**config.mk**
```make
export PLATFORM = sky130hd
export DESIGN_NAME = dual_timer
export DESIGN_NICKNAME = d
export VERILOG_FILES = /design/src/rtl/dt_pkg.sv /design/src/rtl/dt_prescale.sv /design/src/rtl/dt_timer.sv /design/src/rtl/dt_id_rom.sv /design/src/rtl/dual_timer.sv
export SDC_FILE = /design/constraint.sdc
export NUM_CORES = 1
export LEC_CHECK = 0
export ABC_AREA = 1
export BUFFER_PORTS_ARGS = -buffer_cell sky130_fd_sc_hd__clkbuf_2
export CAP_MARGIN = 20
export CORE_AREA = 2 2 142 172
export CTS_CLUSTER_SIZE = 30
export DETAILED_ROUTE_END_ITERATION = 8
export DIE_AREA = 0 0 144 174
export PLACE_DENSITY = 0.75
export REMOVE_ABC_BUFFERS = 1
export SLEW_MARGIN = 40
export SYNTH_ARGS = -nofsm -noshare
export SYNTH_HDL_FRONTEND = slang
export SYNTH_HIERARCHICAL = 1
export SYNTH_SLANG_ARGS = --single-unit
export TNS_END_PERCENT = 5
```
**constraint.sdc**
```tcl
create_clock -name clk -period 3.32 [get_ports clk]
set_input_delay 0.664 -clock clk [delete_from_list [all_inputs] [get_ports clk]]
set_output_delay 0.664 -clock clk [all_outputs]
set_load 0.05 [all_outputs]
```
**src/rtl/dt_pkg.sv**
```systemverilog
package dt_pkg;
  localparam int CTRL_W = 7;

  typedef struct packed {
    logic [1:0] ps;
    logic       wide;
    logic [1:0] mode;
    logic       ie;
    logic       run;
  } ctrl_t;

  localparam ctrl_t CTRL_RST = '{ps: 2'd0, wide: 1'b0, mode: 2'd0, ie: 1'b1, run: 1'b0};

  localparam logic [2:0] SLOT_CTRL   = 3'd0;
  localparam logic [2:0] SLOT_LOADN  = 3'd1;
  localparam logic [2:0] SLOT_LOADL  = 3'd2;
  localparam logic [2:0] SLOT_COUNT  = 3'd3;
  localparam logic [2:0] SLOT_RAW    = 3'd4;
  localparam logic [2:0] SLOT_MASKED = 3'd5;
  localparam logic [2:0] SLOT_CLEAR  = 3'd6;

  localparam logic [1:0] MODE_FREE     = 2'd0;
  localparam logic [1:0] MODE_PERIODIC = 2'd1;

  function automatic logic [7:0] ident_byte(input logic [2:0] k);
    case (k)
      3'd0:    return 8'h04;
      3'd1:    return 8'h18;
      3'd2:    return 8'h14;
      3'd3:    return 8'h00;
      3'd4:    return 8'h0D;
      3'd5:    return 8'hF0;
      3'd6:    return 8'h05;
      default: return 8'hB1;
    endcase
  endfunction
endpackage

```
**src/rtl/dt_prescale.sv**
```systemverilog
module dt_prescale #(
  parameter int MID_LOG2  = 4,
  parameter int SLOW_LOG2 = 8
) (
  input  logic       clk,
  input  logic       rst,
  input  logic       clr,
  input  logic       tick,
  input  logic [1:0] sel,
  output logic       scaled
);
  localparam int PRE_W = SLOW_LOG2;

  logic [PRE_W-1:0] cnt_q;

  always_ff @(posedge clk) begin
    if (rst || clr) cnt_q <= '0;
    else if (tick)  cnt_q <= cnt_q + 1'b1;
  end

  always_comb begin
    case (sel)
      2'd0:    scaled = tick;
      2'd1:    scaled = tick && (&cnt_q[MID_LOG2-1:0]);
      default: scaled = tick && (&cnt_q);
    endcase
  end
endmodule

```
**src/rtl/dt_timer.sv**
```systemverilog
module dt_timer
  import dt_pkg::*;
#(
  parameter int DATA_W   = 32,
  parameter int NARROW_W = 16,
  parameter int IDX_W    = 3
) (
  input  logic              clk,
  input  logic              rst,
  input  logic              tick,
  input  logic              wr_en,
  input  logic [IDX_W-1:0]  idx,
  input  logic [DATA_W-1:0] wdata,
  output logic [DATA_W-1:0] rd_val,
  output logic              irq_o,
  output logic              flag_o,
  output logic [DATA_W-1:0] lim_o
);
  localparam logic [DATA_W-1:0] NARROW_MASK = {{(DATA_W-NARROW_W){1'b0}}, {NARROW_W{1'b1}}};

  ctrl_t             ctrl_q;
  logic [DATA_W-1:0] lim_q;
  logic [DATA_W-1:0] cnt_q;
  logic              flag_q;

  logic [DATA_W-1:0] mask;
  logic wr_ctrl, wr_loadn, wr_loadl, wr_clear;
  logic scaled, at_zero, expire, oneshot;

  assign mask     = ctrl_q.wide ? {DATA_W{1'b1}} : NARROW_MASK;
  assign wr_ctrl  = wr_en && (idx == SLOT_CTRL);
  assign wr_loadn = wr_en && (idx == SLOT_LOADN);
  assign wr_loadl = wr_en && (idx == SLOT_LOADL);
  assign wr_clear = wr_en && (idx == SLOT_CLEAR);
  assign oneshot  = ctrl_q.mode[1];

  dt_prescale #(.MID_LOG2(4), .SLOW_LOG2(8)) u_pre (
    .clk    (clk),
    .rst    (rst),
    .clr    (wr_ctrl || !ctrl_q.run),
    .tick   (tick && ctrl_q.run),
    .sel    (ctrl_q.ps),
    .scaled (scaled)
  );

  assign at_zero = ((cnt_q & mask) == '0);
  assign expire  = scaled && at_zero;

  always_ff @(posedge clk) begin
    if (rst) begin
      ctrl_q <= CTRL_RST;
    end else if (wr_ctrl) begin
      ctrl_q <= ctrl_t'(wdata[CTRL_W-1:0]);
    end else if (expire && oneshot) begin
      ctrl_q.run <= 1'b0;
    end
  end

  always_ff @(posedge clk) begin
    if (rst)                       lim_q <= '0;
    else if (wr_loadn || wr_loadl) lim_q <= wdata;
  end

  always_ff @(posedge clk) begin
    if (rst) begin
      cnt_q <= {DATA_W{1'b1}};
    end else if (wr_loadn) begin
      cnt_q <= wdata & mask;
    end else if (scaled) begin
      if (at_zero) begin
        if (oneshot)                           cnt_q <= '0;
        else if (ctrl_q.mode == MODE_PERIODIC) cnt_q <= lim_q & mask;
        else                                   cnt_q <= mask;
      end else begin
        cnt_q <= (cnt_q - 1'b1) & mask;
      end
    end
  end

  always_ff @(posedge clk) begin
    if (rst)           flag_q <= 1'b0;
    else if (expire)   flag_q <= 1'b1;
    else if (wr_clear) flag_q <= 1'b0;
  end

  always_comb begin
    case (idx)
      SLOT_CTRL:              rd_val = {{(DATA_W-CTRL_W){1'b0}}, ctrl_q};
      SLOT_LOADN, SLOT_LOADL: rd_val = lim_q;
      SLOT_COUNT:             rd_val = cnt_q;
      SLOT_RAW:               rd_val = {{(DATA_W-1){1'b0}}, flag_q};
      SLOT_MASKED:            rd_val = {{(DATA_W-1){1'b0}}, flag_q & ctrl_q.ie};
      default:                rd_val = '0;
    endcase
  end

  assign irq_o  = flag_q & ctrl_q.ie;
  assign flag_o = flag_q;
  assign lim_o  = lim_q;

  assert_hold_when_stopped_R7: assert property (@(posedge clk) disable iff (rst)
    (!ctrl_q.run && !wr_en) |=> $stable(cnt_q));

  assert_expiry_sets_flag_R9: assert property (@(posedge clk) disable iff (rst)
    expire |=> flag_q);

  assert_clear_alone_R9: assert property (@(posedge clk) disable iff (rst)
    (wr_clear && !scaled) |=> !flag_q);

  assert_oneshot_stops_R8: assert property (@(posedge clk) disable iff (rst)
    (expire && oneshot && !wr_ctrl) |=> !ctrl_q.run);

  assert_free_wrap_R8: assert property (@(posedge clk) disable iff (rst)
    (expire && ctrl_q.mode == MODE_FREE && !wr_en) |=> (cnt_q == $past(mask)));
endmodule

```
**src/rtl/dt_id_rom.sv**
```systemverilog
module dt_id_rom
  import dt_pkg::*;
#(
  parameter int IDX_W = 3
) (
  input  logic [IDX_W-1:0] idx,
  output logic [7:0]       byte_o
);
  assign byte_o = ident_byte(idx);
endmodule

```
**src/rtl/dual_timer.sv**
```systemverilog
module dual_timer #(
  parameter int ADDR_W   = 12,
  parameter int DATA_W   = 32,
  parameter int WIN_LOG2 = 5,
  parameter int NARROW_W = 16
) (
  input  logic              clk,
  input  logic              rst,
  input  logic              tick_a,
  input  logic              tick_b,
  input  logic              bus_wr,
  input  logic              bus_rd,
  input  logic [ADDR_W-1:0] bus_addr,
  input  logic [DATA_W-1:0] bus_wdata,
  output logic [DATA_W-1:0] bus_rdata,
  output logic              irq
);
  localparam int NUM_TMR = 2;
  localparam int SLOT_W  = ADDR_W - WIN_LOG2;
  localparam int IDX_W   = WIN_LOG2 - 2;
  localparam logic [SLOT_W-1:0] ID_SLOT = {SLOT_W{1'b1}};

  logic [SLOT_W-1:0]  slot;
  logic [IDX_W-1:0]   idx;
  logic               aligned;
  logic [NUM_TMR-1:0] sel_t;
  logic               in_id;
  logic [NUM_TMR-1:0] tick_vec;

  logic [DATA_W-1:0]  tmr_rd   [NUM_TMR];
  logic [DATA_W-1:0]  tmr_lim  [NUM_TMR];
  logic [NUM_TMR-1:0] tmr_irq;
  logic [NUM_TMR-1:0] tmr_flag;
  logic [7:0]         id_b;
  logic [DATA_W-1:0]  rd_next;
  logic [DATA_W-1:0]  rdata_q;

  assign slot     = bus_addr[ADDR_W-1:WIN_LOG2];
  assign idx      = bus_addr[WIN_LOG2-1:2];
  assign aligned  = (bus_addr[1:0] == 2'b00);
  assign in_id    = aligned && (slot == ID_SLOT);
  assign tick_vec = {tick_b, tick_a};

  for (genvar i = 0; i < NUM_TMR; i++) begin : g_tmr
    assign sel_t[i] = aligned && (slot == SLOT_W'(i));

    dt_timer #(.DATA_W(DATA_W), .NARROW_W(NARROW_W), .IDX_W(IDX_W)) u_tmr (
      .clk    (clk),
      .rst    (rst),
      .tick   (tick_vec[i]),
      .wr_en  (bus_wr && sel_t[i]),
      .idx    (idx),
      .wdata  (bus_wdata),
      .rd_val (tmr_rd[i]),
      .irq_o  (tmr_irq[i]),
      .flag_o (tmr_flag[i]),
      .lim_o  (tmr_lim[i])
    );
  end

  dt_id_rom #(.IDX_W(IDX_W)) u_id (
    .idx    (idx),
    .byte_o (id_b)
  );

  always_comb begin
    rd_next = '0;
    for (int i = 0; i < NUM_TMR; i++) begin
      if (sel_t[i]) rd_next = tmr_rd[i];
    end
    if (in_id) rd_next = {{(DATA_W-8){1'b0}}, id_b};
  end

  always_ff @(posedge clk) begin
    if (rst)         rdata_q <= '0;
    else if (bus_rd) rdata_q <= rd_next;
  end

  assign bus_rdata = rdata_q;
  assign irq       = |tmr_irq;

  assert_outside_write_inert_R3: assert property (@(posedge clk) disable iff (rst)
    (bus_wr && !(|sel_t)) |=> ($stable(tmr_lim[0]) && $stable(tmr_lim[1])));

  assert_unmapped_zero_R3: assert property (@(posedge clk) disable iff (rst)
    (bus_rd && !(|sel_t) && !in_id) |=> (bus_rdata == '0));

  assert_rdata_hold_R4: assert property (@(posedge clk) disable iff (rst)
    !bus_rd |=> $stable(bus_rdata));

  assert_irq_has_source_R10: assert property (@(posedge clk) disable iff (rst)
    irq |-> (tmr_flag[0] || tmr_flag[1]));
endmodule

```
==> metrics <==
die height 174 µm; initial antenna violation count 0; startpoint types flip-flop; H-tree Lvls 4; IO Port Bufs 82; min cycle time layout 2.60 ns; #FFs+latches synth 192; async set-or-reset flop fraction in the synthesized netlist 0%; total CTS buffers 17; Post-Synth Simple-Gate Area 34.6%; clock sinks 192; R2R Setup Slk 0.72 ns; skew final 0.0125 ns; power per cell area 335 nW/µm²; Worst path top cell family by delay simple AND/OR/NAND/NOR gates; period utilization 78.4%; cell count after synthesis 2024; via count 13638; worst setup margin 0.717 ns; gr usage total 31.6%; multiplexer area fraction after synthesis 0%; Max Clock Freq 0.384 GHz; CP max-delay cell nor2_2; peak supply drop 379 µV; Bufs and invs on worst path 4; non-filler cells, final 2371; static leakage 5.77 nW; top_reg_cell synth dfxtp_1; post-route cell area 13700 µm²; cts repair resizes 0; unrepaired setup endpoints after global routing false; DR WL/cell 16.9 µm; number of global-route vias before repair 12207; most repeated cell in the gate-level netlist after synthesis nand2_1; Final ANT Viol Nets 0; hold_buf cts 0; max_cap viols 0; Via density 5.75; Ant. Diodes 0; Setup violations, final 0; post-synth top area share 30.3%; pin slew with the least headroom to its limit 0.821 ns; Die W 144 µm; Setup TNS Final 0 ns; largest net degree at the start of global routing 65; Synth area leaders dfxtp_1, nand2_1, o21ai_0, inv_1, nand3_1; HPWL Detailed 29.1 mm; CP Class flip-flop to flip-flop; Crit. End Element flip-flop; synthesized area per cell 6.27 µm²; Clock Latency Late Sink 0.45 ns; # DRC 0; Clock Tree Root clkbuf_16; Compound-Gate Fraction of Synth Area 20.9%; area delta synth->final 7.69%; status complete, no violations; worst-case clock buffer depth 2; YS warnings 6; first-pass GRT wire length 63.1 mm; largest family of logic cells by synthesized area simple AND/OR/NAND/NOR gates; top cells by count, synth nand2_1, inv_1, o21ai_0; metal2 WL 18.5 mm; Placed Cells 2339; worst hold slack 0.468 ns; max_slew headroom 45.1%; Worst Path Required 3.71 ns; wirelength, routed 40.1 mm; CTS tree built; XOR/XNOR share of the synthesized area 1.79%; post-place setup slack 0.346 ns; met3 WL 2.73 mm; overflow left after global routing 0; initial core utilization 54.0%; Die ar. 25100 µm²; Initial DRC Count 1251; global placer's final weighted congestion 0.954; max-slew violations 0; IO Pins 83; Post-Place Cell Area 13100 µm²; crit-path cells ha_1, nand3_1, nor2_2, o21ai_1, inv_1, nor2_2, inv_2, buf_4, o21ai_0, inv_1, nand2_1; Top Metal Used met4; Post-synth EDFFs 0; Synth cell types 47; drt first pass iters 6; Synth area leader dfxtp_1; CP arrival 2.99 ns; M1 WL 16.8 mm; row count 62; Post-Synth Adder-Cell Area 0.591%; Reg clk slew, reported paths 0.08 ns; Hold WC Path Type flip-flop to flip-flop; CP peak stage delay 0.59 ns; Core Area 23500 µm²; Hold Vio Cnt, Final 0; Mapped Area 12700 µm²; # Post-CTS Setup Buffers 0; final net count 2094; sequential-to-total area share from yosys stat 30.3%; crit-path max FO 22; layout cells sized above 1 13.5%
[state kept, by name, indices dropped and copies added, names as in the netlist]
register / cells
bus_rdata: 32
g_tmr.u_tmr/flag_o: 2
g_tmr.u_tmr/cnt_q: 64
g_tmr.u_tmr/u_pre/cnt_q: 16
g_tmr.u_tmr/ctrl_q: 14
g_tmr.u_tmr/lim_o: 64
[layout make-up]
cell class / count / area [µm²]
flip-flops and latches: 192 / 3840
clock buffers: 18 / 429
fillers: 2370 / 9840
repair buffers: 106 / 616
multi-input cells: 1483 / 7360
inverters: 238 / 895
well taps: 320 / 400
clock inverters: 14 / 121
[final timing paths]
kind / start / end / cells after the start
worst max-delay path: g_tmr[1].u_tmr/u_pre/cnt_q[0]$_SDFFE_PP0P_ / g_tmr[1].u_tmr/cnt_q[18]$_SDFFE_PP1P_ / 11
worst min-delay path: g_tmr[0].u_tmr/lim_o[8]$_SDFFE_PP0P_ / g_tmr[0].u_tmr/lim_o[8]$_SDFFE_PP0P_ / 2
worst max register to register: g_tmr[1].u_tmr/u_pre/cnt_q[0]$_SDFFE_PP0P_ / g_tmr[1].u_tmr/cnt_q[18]$_SDFFE_PP1P_ / 11
worst min register to register: g_tmr[0].u_tmr/lim_o[8]$_SDFFE_PP0P_ / g_tmr[0].u_tmr/lim_o[8]$_SDFFE_PP0P_ / 2
[metal layers]
layer | global-route usage [%] | vias to the layer above
li1 | - | 6627
met1 | 41.2 | 6269
met2 | 51.4 | 627
met3 | 3.39 | 115
met4 | 16.3 | 0
met5 | 0 | -
[worst reg2reg max path: stages (launching register included)]
cell and delay, ns:
dfxtp_1 0.36, ha_1 0.24, nand3_1 0.12, nor2_2 0.06, o21ai_1 0.14, inv_1 0.09, nor2_2 0.59, inv_2 0.32
buf_4 0.30, o21ai_0 0.20, inv_1 0.06, nand2_1 0.06
[cells by family after synthesis]
family                   count (synthesis)
AO/OA/AOI/OAI                          458
AND/OR/NAND/NOR                        992
XOR/XNOR                                26
adder cells (fa/ha/maj)                  6
other                                    1
buffers and inverters                  349
flip-flops                             192
[power by group]
part,switching (W),leakage [nW],internal (W),total [W]
sequential,0.000000527,1.55,0.00230,0.00230
combinational,0.000210,3.95,0.0000656,0.000276
clock,0.00101,0.267,0.000988,0.00200
total,0.00123,5.77,0.00335,0.00458
[layout by cell type (no fill, tap or decap), drive strengths merged, types with 4 or more instances in the layout]
master | Yosys | final
nand2 | 569 | 569
inv | 233 | 242
o21ai | 213 | 213
nor2 | 194 | 194
dfxtp | 192 | 192
nand3 | 185 | 185
a21oi | 149 | 149
clkbuf | 59 | 100
o22ai | 47 | 47
o211ai | 30 | 30
xor2 | 26 | 26
buf | 52 | 24
nand4 | 22 | 22
or2 | 11 | 11
o221ai | 8 | 8
clkinv | 5 | 8
o21bai | 6 | 6
ha | 6 | 6
nor3 | 5 | 5
nor4 | 4 | 4
[per-stage QoR]
stage / power (W) / utilization [%]
2_1_floorplan: 0.00247 / -
3_3_place_gp: 0.00262 / 55.8
3_5_place_dp: 0.00262 / 55.8
4_1_cts: 0.00460 / 58.2
5_1_grt: 0.00471 / 58.2
6_report: 0.00458 / 58.2
Note: power is estimated with default switching activity, not from simulation.
